## config.mk

```make
export PLATFORM = sky130hd
export DESIGN_NAME = sport_ctl
export DESIGN_NICKNAME = d
export VERILOG_FILES = /design/src/rtl/sport_pkg.sv /design/src/rtl/sport_shclk.sv /design/src/rtl/sport_tx.sv /design/src/rtl/sport_rx.sv /design/src/rtl/sport_ctl.sv
export SDC_FILE = /design/constraint.sdc
export NUM_CORES = 1
export LEC_CHECK = 0
export ABC_AREA = 0
export CAP_MARGIN = 10
export CORE_UTILIZATION = 55
export CTS_CLUSTER_SIZE = 14
export DETAILED_ROUTE_END_ITERATION = 8
export HOLD_SLACK_MARGIN = 0.1
export PLACE_DENSITY = 0.77
export SYNTH_ARGS = -nofsm -noshare
export SYNTH_HDL_FRONTEND = slang
export SYNTH_SLANG_ARGS = --single-unit
```

## constraint.sdc

```tcl
create_clock -name clk -period 3.7 [get_ports clk]
set_input_delay 0.74 -clock clk [delete_from_list [all_inputs] [get_ports clk]]
set_output_delay 0.74 -clock clk [all_outputs]
set_load 0.01 [all_outputs]
```

## src/rtl/sport_pkg.sv

```systemverilog
`timescale 1ns/1ps
package sport_pkg;
  typedef enum logic [1:0] {
    MODE_SHIFT  = 2'b00,
    MODE_UART8  = 2'b01,
    MODE_UART9F = 2'b10,
    MODE_UART9V = 2'b11
  } mode_e;

  typedef enum logic [1:0] {
    RX_IDLE = 2'd0,
    RX_M0   = 2'd1,
    RX_ASY  = 2'd2
  } rx_st_e;
endpackage

```

## src/rtl/sport_shclk.sv

```systemverilog
`timescale 1ns/1ps
module sport_shclk #(
  parameter int DIV_SLOW = 12,
  parameter int DIV_FAST = 4
) (
  input  logic clk,
  input  logic rst,
  input  logic run,
  input  logic fast,
  output logic mid,
  output logic last,
  output logic sclk
);
  localparam int CW = $clog2(DIV_SLOW + 1);
  localparam logic [CW-1:0] SLOW_L = CW'(DIV_SLOW - 1);
  localparam logic [CW-1:0] FAST_L = CW'(DIV_FAST - 1);
  localparam logic [CW-1:0] SLOW_H = CW'(DIV_SLOW / 2);
  localparam logic [CW-1:0] FAST_H = CW'(DIV_FAST / 2);
  localparam logic [CW-1:0] SLOW_M = CW'(DIV_SLOW / 2 - 1);
  localparam logic [CW-1:0] FAST_M = CW'(DIV_FAST / 2 - 1);

  logic [CW-1:0] cnt;
  logic [CW-1:0] lim, hpt, mpt;

  assign lim = fast ? FAST_L : SLOW_L;
  assign hpt = fast ? FAST_H : SLOW_H;
  assign mpt = fast ? FAST_M : SLOW_M;

  always_ff @(posedge clk) begin
    if (rst || !run) cnt <= '0;
    else if (cnt == lim) cnt <= '0;
    else cnt <= cnt + 1'b1;
  end

  assign last = run && (cnt == lim);
  assign mid  = run && (cnt == mpt);
  assign sclk = !run || (cnt >= hpt);
endmodule

```

## src/rtl/sport_tx.sv

```systemverilog
`timescale 1ns/1ps
module sport_tx
  import sport_pkg::*;
#(
  parameter int OVS = 16
) (
  input  logic       clk,
  input  logic       rst,
  input  logic       start,
  input  mode_e      mode,
  input  logic [7:0] din,
  input  logic       bit9,
  input  logic       baud_tick,
  input  logic       m0_last,
  output logic       busy,
  output logic       m0_busy,
  output logic       txd,
  output logic       ti_set
);
  localparam int OW = $clog2(OVS);
  localparam logic [OW-1:0] T_LAST = OW'(OVS - 1);

  logic [10:0]   sh;
  logic [3:0]    left;
  logic [OW-1:0] tcnt;
  mode_e         md;
  logic          step;

  assign busy    = (left != 4'd0);
  assign m0_busy = busy && (md == MODE_SHIFT);
  assign step    = busy && ((md == MODE_SHIFT) ? m0_last : (baud_tick && tcnt == T_LAST));
  assign ti_set  = step && ((md == MODE_SHIFT) ? (left == 4'd1) : (left == 4'd2));
  assign txd     = sh[0];

  always_ff @(posedge clk) begin
    if (rst) begin
      sh   <= '1;
      left <= '0;
      tcnt <= '0;
      md   <= MODE_SHIFT;
    end else if (start && !busy) begin
      md   <= mode;
      tcnt <= '0;
      case (mode)
        MODE_SHIFT: begin sh <= {3'b111, din};       left <= 4'd8;  end
        MODE_UART8: begin sh <= {2'b11, din, 1'b0};  left <= 4'd10; end
        default:    begin sh <= {1'b1, bit9, din, 1'b0}; left <= 4'd11; end
      endcase
    end else if (busy) begin
      if (md != MODE_SHIFT && baud_tick)
        tcnt <= (tcnt == T_LAST) ? '0 : tcnt + 1'b1;
      if (step) begin
        sh   <= {1'b1, sh[10:1]};
        left <= left - 1'b1;
      end
    end
  end
endmodule

```

## src/rtl/sport_rx.sv

```systemverilog
`timescale 1ns/1ps
module sport_rx
  import sport_pkg::*;
#(
  parameter int OVS = 16
) (
  input  logic       clk,
  input  logic       rst,
  input  logic       ren,
  input  mode_e      mode,
  input  logic       sm2,
  input  logic       m0_start,
  input  logic       m0_mid,
  input  logic       m0_last,
  input  logic       baud_tick,
  input  logic       rxd,
  output logic       m0_busy,
  output logic       done,
  output logic [7:0] data,
  output logic       rb8_wr,
  output logic       rb8_val,
  output logic       fe_set
);
  localparam int OW = $clog2(OVS);
  localparam logic [OW-1:0] C_LAST = OW'(OVS - 1);
  localparam logic [OW-1:0] C_S0   = OW'(OVS / 2 - 1);
  localparam logic [OW-1:0] C_S1   = OW'(OVS / 2);
  localparam logic [OW-1:0] C_S2   = OW'(OVS / 2 + 1);

  rx_st_e        st;
  logic          s1, s2, v0, v1, n9;
  logic [OW-1:0] cnt;
  logic [3:0]    bidx;
  logic [7:0]    rsh;
  logic          vote, fin, accept, m0_done;
  logic [3:0]    last_idx;

  assign vote     = (v0 & v1) | (v0 & s2) | (v1 & s2);
  assign last_idx = (mode == MODE_UART8) ? 4'd9 : 4'd10;
  assign fin      = ren && st == RX_ASY && baud_tick && cnt == C_S2 && bidx == last_idx;
  assign accept   = (mode == MODE_UART8) ? (!sm2 || vote) : (!sm2 || n9);
  assign m0_done  = ren && st == RX_M0 && m0_last && bidx == 4'd7;
  assign m0_busy  = (st == RX_M0);
  assign done     = m0_done || (fin && accept);
  assign data     = rsh;
  assign rb8_wr   = fin && accept && (mode != MODE_UART8 || !sm2);
  assign rb8_val  = (mode == MODE_UART8) ? vote : n9;
  assign fe_set   = fin && !vote;

  always_ff @(posedge clk) begin
    if (rst) begin
      st <= RX_IDLE; s1 <= 1'b1; s2 <= 1'b1; v0 <= 1'b1; v1 <= 1'b1;
      n9 <= 1'b0; cnt <= '0; bidx <= '0; rsh <= '0;
    end else begin
      s1 <= rxd;
      s2 <= s1;
      if (m0_start && st == RX_IDLE) begin
        st   <= RX_M0;
        bidx <= '0;
      end else if (!ren) begin
        st <= RX_IDLE;
      end else begin
        case (st)
          RX_M0: begin
            if (m0_mid) rsh <= {rxd, rsh[7:1]};
            if (m0_last) begin
              if (bidx == 4'd7) st <= RX_IDLE;
              bidx <= bidx + 1'b1;
            end
          end
          RX_IDLE: begin
            if (mode != MODE_SHIFT && baud_tick && !s2) begin
              st   <= RX_ASY;
              cnt  <= OW'(1);
              bidx <= '0;
            end
          end
          RX_ASY: begin
            if (baud_tick) begin
              cnt <= (cnt == C_LAST) ? '0 : cnt + 1'b1;
              if (cnt == C_LAST) bidx <= bidx + 1'b1;
              if (cnt == C_S0) v0 <= s2;
              if (cnt == C_S1) v1 <= s2;
              if (cnt == C_S2) begin
                if (bidx == 4'd0 && vote) st <= RX_IDLE;
                if (bidx >= 4'd1 && bidx <= 4'd8) rsh <= {vote, rsh[7:1]};
                if (bidx == 4'd9) n9 <= vote;
                if (bidx == last_idx) st <= RX_IDLE;
              end
            end
          end
          default: st <= RX_IDLE;
        endcase
      end
    end
  end
endmodule

```

## src/rtl/sport_ctl.sv

```systemverilog
`timescale 1ns/1ps
module sport_ctl
  import sport_pkg::*;
#(
  parameter int DIV_SLOW = 12,
  parameter int DIV_FAST = 4,
  parameter int OVS      = 16
) (
  input  logic       clk,
  input  logic       rst,
  input  logic       wr_en,
  input  logic       wr_sel,
  input  logic [7:0] wr_data,
  input  logic       fe_sel,
  input  logic       baud_tick,
  input  logic       rxd,
  output logic [7:0] ctl_rd,
  output logic [7:0] rx_buf,
  output logic       txd,
  output logic       sclk
);
  logic  sm0, sm1, sm2, ren, tb8, rb8, ti, ri, fe;
  logic  [7:0] rbuf;
  mode_e mode;
  logic  wr_ctl, wr_dat, m0_rx_start, nxt_sm0;
  logic  tx_busy, tx_m0_busy, ti_set;
  logic  rx_m0_busy, rx_done, rb8_wr, rb8_val, fe_set;
  logic  [7:0] rx_data;
  logic  m0_run, m0_mid, m0_last;

  assign mode        = mode_e'({sm0, sm1});
  assign wr_ctl      = wr_en && !wr_sel;
  assign wr_dat      = wr_en && wr_sel;
  assign nxt_sm0     = fe_sel ? sm0 : wr_data[7];
  assign m0_rx_start = wr_ctl && !nxt_sm0 && !wr_data[6] && wr_data[4] && !wr_data[0];
  assign m0_run      = tx_m0_busy || rx_m0_busy;

  sport_shclk #(.DIV_SLOW(DIV_SLOW), .DIV_FAST(DIV_FAST)) u_shclk (
    .clk(clk), .rst(rst), .run(m0_run), .fast(sm2),
    .mid(m0_mid), .last(m0_last), .sclk(sclk)
  );

  sport_tx #(.OVS(OVS)) u_tx (
    .clk(clk), .rst(rst), .start(wr_dat), .mode(mode), .din(wr_data),
    .bit9(tb8), .baud_tick(baud_tick), .m0_last(m0_last),
    .busy(tx_busy), .m0_busy(tx_m0_busy), .txd(txd), .ti_set(ti_set)
  );

  sport_rx #(.OVS(OVS)) u_rx (
    .clk(clk), .rst(rst), .ren(ren), .mode(mode), .sm2(sm2),
    .m0_start(m0_rx_start), .m0_mid(m0_mid), .m0_last(m0_last),
    .baud_tick(baud_tick), .rxd(rxd), .m0_busy(rx_m0_busy),
    .done(rx_done), .data(rx_data), .rb8_wr(rb8_wr), .rb8_val(rb8_val),
    .fe_set(fe_set)
  );

  always_ff @(posedge clk) begin
    if (rst) begin
      {sm0, sm1, sm2, ren, tb8, rb8, ti, ri, fe} <= '0;
      rbuf <= '0;
    end else begin
      if (wr_ctl) begin
        if (fe_sel) fe <= wr_data[7];
        else        sm0 <= wr_data[7];
        {sm1, sm2, ren, tb8, rb8, ti, ri} <= wr_data[6:0];
      end
      if (ti_set) ti <= 1'b1;
      if (rx_done) begin
        ri   <= 1'b1;
        rbuf <= rx_data;
      end
      if (rb8_wr) rb8 <= rb8_val;
      if (fe_set) fe  <= 1'b1;
    end
  end

  assign ctl_rd = {(fe_sel ? fe : sm0), sm1, sm2, ren, tb8, rb8, ti, ri};
  assign rx_buf = rbuf;
endmodule

```

==> metrics.cfg, run 1 <==
[cts]
cts_hold_buf=0
cts.sinks=64
cts.htree.levels=3
tritoncts=done
clock_latency_ps=360
cts_buffers=9
post_cts_resized=0
clk_pin_slew_ps=80
post_cts_buffers=0
clockBufferDepth=2
cts_root_buf=clkbuf_8

[final_layout]
diodes=0
final_cell_mix=dfxtp_1, nand2_1, mux2i_1, clkdlybuf4s50_1, nor2_1
finalNonFillerCells=475
nFillCells=470
layout.nets=427
final_common_cell=dfxtp_1
syn_to_final_growth_pct=16.08
drive_gt1_share_pct=9.429

[synth]
synthDistinctLibCells=64
yosys-top-cells-area=dfxtp_1, mux2i_1, nand2_1, ha_1, a21oi_1
synth.mux.area_fraction_pct=10.79
synth_area_um2=3316
synth-edff-count=0
synth_nets=402
seq_area_frac_synth_pct=38.64
ys_ff_latch=64
synth_area_per_cell_um2=8.889
synth_top_family_by_area=simple AND/OR/NAND/NOR gates
synth_top_flop_cell=dfxtp_1
synth_area_leader_cell=dfxtp_1
yosysTopAreaCellShare_pct=38.64
synthAdderAreaFrac_pct=5.585
yosys_warnings=0
synth-compound-area-share_pct=14.98
synthCells=373
synth-xor-area-share_pct=1.321
synthArstFlopShare_pct=0
yosys.area_share.simple_pct=22.49

[worst_setup_path]
worstSetupEndpointType=output pin
r2r_cells=7
path_cells=inv_1 > ha_1 > nor3b_2 > nor3_1 > o211ai_1 > clkdlybuf4s50_1
crit_slowest_cell=clkdlybuf4s50_1
worstReg2RegEnd=ti
critPathLaunchType=register
crit_arrival_ps=2300
critPathMaxFanout=4
cp_data_required_time_ps=2960
cpPeakStageDelay_ps=500
rr_startpoint=u_tx.left[0]
reg2reg_setup_slack_ps=1370
crit_type=register to output pin

[global_routing]
grt_max_degree=27
grt_pass1_wl_um=11670
grt.overflow.total=0
antenna_found_initial=0
grt_use_total_pct=24.23
first_global_vias=2470

[sta]
period_needed_ps=3040
worst_pin_slew_ps=807.5
slew_headroom_pct=45.60
fmax_ghz=0.3289
layout_setup_ws_ps=659.8
setup_viol=0
clock-skew-final_ps=9.460
setup-tns-final_ps=0
hold_viol_final=0
rsz0062_at_grt=false
hold_ws_ps=416.9
slew_violations=0
finalCritPeriodShare_pct=82.17

[route]
drt-total-wl_um=7166
drt_iter0_markers=115
wl_per_cell_um=15.09
vias=2751
postRouteAntennaNets=0
dr.pass1.iters=4
drc=0
vias_per_cell=5.792

[min_path]
hold_path.class=register to register
hold_depth=1
min_to=u_rx.s2
worstHoldStart=u_rx.s1

[floorplanning]
initial_core_util_pct=58.77
core_um2=5642
die_width_um=79.65
rows=27
dieArea_um2=6343
io_pins=33
fp.dieH_um=79.65

[job]
cap_violations=0

[place]
port_buffers=32
dp_hpwl_um=5081
place_ws_ps=823.5
dp.cells=459
gp_congestion=0.8454

[outcome]
status=finished, final reports clean

[power]
design_power_total_w=0.001530
power.density_nw_per_um2=397.6
ir_drop_mv=0.3399
power_leakage_nw=1.527

[synthesized netlist by cell type (all sizes together), types with 8 or more instances]
cell type and n:
dfxtp 64, nand2 53, mux2i 32, nor2 25
a21oi 24, inv 16, buf 15, ha 14
nand3 14, o21ai 14, and2 8, clkbuf 8
nand2b 8
[final cells by class]
cell class,count,area [µm²],area share [%]
clock buffer,9,123.9,3.218
sequential,64,1281,33.29
clock inverter,7,102.6,2.666
inverter,17,63.81,1.658
timing repair buffer,37,357.8,9.298
tap,72,90.09,2.341
multi-input combinational,269,1829,47.53
[kinds of logic after synthesis]
kind of cell / Yosys count
buffers and inverters: 40
DFF: 64
and+or+nand+nor: 145
muxes: 35
AOI/OAI and AO/OA: 69
adders and majority gates: 15
xor gates and xnor gates: 5
[worst max-delay path by stage]
stage	to	depth (start not counted)	slack, ps	start
finish	sclk	6	660	u_tx.left[0]
global route	sclk	6	500	u_tx.left[0]
CTS	sclk	6	640	u_tx.left[0]
detailed placement	ctl_rd[7]	3	820	fe_sel
global placement	ctl_rd[7]	3	820	fe_sel
floorplan	sclk	5	1650	u_tx.left[0]
[per-stage QoR]
stage | area (µm²) | util (%)
2_1_floorplan | 3316 | -
3_3_place_gp | 3622 | 64.20
3_5_place_dp | 3622 | 64.20
4_1_cts | 3849 | 68.22
5_1_grt | 3849 | 68.22
6_report | 3849 | 68.22
[power by group]
group / total [W] / internal, W / switching [W]
sequential: 0.000717 / 0.000704 / 0.0000135
clock: 0.000689 / 0.000386 / 0.000303
combinational: 0.000124 / 0.0000557 / 0.0000681
[worst max-delay path: cells and delay by family, from the launching register on]
kind / cells / cell delay, ps
AOI/OAI and AO/OA: 1 / 150
adders and majority gates: 1 / 220
buffers and inverters: 2 / 590
DFF: 1 / 350
and+or+nand+nor: 2 / 630
[state kept, by name, indices dropped and copies added (netlist names), 2 cells and up]
| signal | flops |
|---|---|
| u_tx.sh | 10 |
| u_tx.md | 2 |
| rx_buf | 8 |
| u_rx.data | 8 |
| u_shclk.cnt | 4 |
| u_rx.st | 2 |
| u_tx.left | 4 |
| u_rx.bidx | 4 |
| u_tx.tcnt | 4 |
| u_rx.cnt | 4 |
[metal layers]
layer,global-route usage (%),share of wire [%],vias up
met2,38.72,46,60
met1,31.29,47,1320
met4,7.636,1.5,0
li1,-,-,1360
met3,6.971,5.0,11
met5,0,0,-
Power figures use the tool's default switching activity.
==> run 2: changes to the inputs <==
==> constraint.sdc (replaced) <==
create_clock -name clk -period 2.8 [get_ports clk]
set_input_delay 0.56 -clock clk [delete_from_list [all_inputs] [get_ports clk]]
set_output_delay 0.56 -clock clk [all_outputs]
set_load 0.01 [all_outputs]
==> metrics.cfg, run 2 (synthesized netlist as in run 1, its figures left out) <==
[outcome]
status=finished, final reports clean

[route]
wl_per_cell_um=15.20  ; +0.78%
dr.pass1.iters=4  ; unchanged
postRouteAntennaNets=0  ; unchanged
drt-total-wl_um=7298  ; +1.8%
vias=2783  ; +1.2%
drc=0  ; unchanged
vias_per_cell=5.798  ; +0.11%
drt_iter0_markers=147  ; +28%

[global_routing]
grt.overflow.total=0  ; unchanged
first_global_vias=2586  ; +4.7%
grt_max_degree=23  ; -15%
antenna_found_initial=0  ; unchanged
grt_pass1_wl_um=11950  ; +2.4%
grt_use_total_pct=24.60  ; +0.38 points

[final_layout]
syn_to_final_growth_pct=17.66
drive_gt1_share_pct=10.78  ; +1.4 points
utilization_pct=69.15  ; +0.93 points
layout.nets=432  ; +1.2%
final_common_cell=dfxtp_1
largest_reg_flops=10  ; unchanged
final_cell_mix=dfxtp_1, nand2_1, mux2i_1, clkdlybuf4s50_1, nor2_1
nFillCells=435  ; -7.4%
diodes=0  ; unchanged
largest_register=u_tx.sh

[worst_setup_path]
cp_data_required_time_ps=2240  ; -720 ps
critPathMaxFanout=4  ; unchanged
crit_arrival_ps=2110  ; -190 ps
reg2reg_setup_slack_ps=590  ; -780 ps
worstSetupEndpointType=output pin
critPathLaunchType=register
crit_type=register to output pin

[cts]
cts_buffers=9  ; unchanged
cts.htree.levels=3  ; unchanged
cts_hold_buf=0  ; unchanged
tritoncts=done
cts.sinks=64  ; unchanged
clockBufferDepth=2  ; unchanged
clock_latency_ps=350  ; about the same
cts_root_buf=clkbuf_8
clk_pin_slew_ps=70  ; about the same

[place]
gp_congestion=0.9204  ; +8.9%
port_buffers=32  ; unchanged
dp_hpwl_um=5248  ; +3.3%
place_ws_ps=247.8  ; -575.7 ps

[floorplanning]
die_width_um=79.65  ; unchanged
io_pins=33  ; unchanged
dieArea_um2=6343  ; unchanged
fp.dieH_um=79.65  ; unchanged
initial_core_util_pct=58.77  ; unchanged
rows=27  ; unchanged
core_um2=5642  ; unchanged

[power]
power.density_nw_per_um2=520.1  ; +31%
internal-power_w=0.001538  ; +34%
power_leakage_nw=1.556  ; +1.9%
ir_drop_mv=0.3637  ; +7.0%
seqPwrFrac_pct=46.7  ; -0.2 points
p_sw_share_pct=24.19  ; -0.97 points
switching_power_w=0.0004907  ; +27%
clkPwrFrac_pct=44.7  ; -0.3 points
design_power_total_w=0.002029  ; +33%
combPwrFrac_pct=8.6  ; +0.5 points

[sta]
worst_pin_slew_ps=646.9  ; -160.6 ps
layout_setup_ws_ps=133.7  ; -526.1 ps
fmax_ghz=0.3751
setup_viol=0  ; unchanged
finalCritPeriodShare_pct=95.22
clock-skew-final_ps=17.05  ; +7.594 ps
period_needed_ps=2666
rsz0062_at_grt=false
slew_headroom_pct=56.78  ; +11 points
hold_viol_final=0  ; unchanged
setup-tns-final_ps=0  ; unchanged
slew_violations=0  ; unchanged

[min_path]
hold_path.class=register to register

[job]
cap_violations=0  ; unchanged

## run 2: cell count changes in the layout (fill, tap and decap cells not counted), sizes merged
cell,change
inv,-2
clkinvlp,+1
buf,+5
clkbuf,+1
## run 2: area by class of cell
cell class	instances	area, µm²	share of cell area (%)
multi-input cells	269	1841	47.18
flip-flops and latches	64	1281	32.84
clock inverters	6	92.59	2.373
well taps	72	90.09	2.309
inverters	17	63.81	1.636
clock buffers	10	137.6	3.528
repair buffers	42	395.4	10.13
## run 2: worst paths after layout
kind | end | depth (start not counted) | startpoint
worst min-delay path | u_rx.s2 | 1 | u_rx.s1
worst max-delay path | sclk | 6 | u_tx.left[0]
worst max register to register | ti | 8 | u_tx.left[0]
worst min register to register | u_rx.s2 | 1 | u_rx.s1
## run 2: critical path, cell delays in order (launching register included)
cell             delay, ps
dfxtp_1                330
inv_1                  120
ha_1                   190
nor3b_4                270
nor3_2                 110
o211ai_1               180
clkdlybuf4s50_1        560
## run 2: timing repair
action,4_1_cts,5_1_grt
pin swaps,0,0
gates resized for setup,1,1
buffers inserted,0,1
endpoints found under the setup margin,1,1
endpoints found under the hold margin,0,0
## run 2: stage by stage
stage | std cells | cell area, µm² | hold WS (ps)
3_5_place_dp | 463 | 3652 | 407.5
3_3_place_gp | 463 | 3652 | 401.4
6_report | 480 | 3901 | 426.8
5_1_grt | 480 | 3901 | 452.9
4_1_cts | 479 | 3887 | 428.9
2_1_floorplan | 373 | 3316 | 389.5
## run 2: power by group through the flow
stage | clock network (W) | logic, W | registers, W
6_report | 0.000908 | 0.000174 | 0.000947
5_1_grt | 0.000961 | 0.000189 | 0.000950
4_1_cts | 0.000913 | 0.000169 | 0.000947
3_5_place_dp | 0 | 0.000167 | 0.000968
3_3_place_gp | 0 | 0.000165 | 0.000967
2_1_floorplan | 0 | 0.000107 | 0.000963
## run 2: metal layers
| metal | wire, µm | vias to the layer above | track usage, % |
|---|---|---|---|
| li1 | - | 1378 | - |
| met2 | 3327 | 70 | 37.86 |
| met5 | 0 | - | 0 |
| met4 | 186 | 0 | 12.91 |
| met3 | 323 | 16 | 5.486 |
| met1 | 3460 | 1319 | 31.98 |
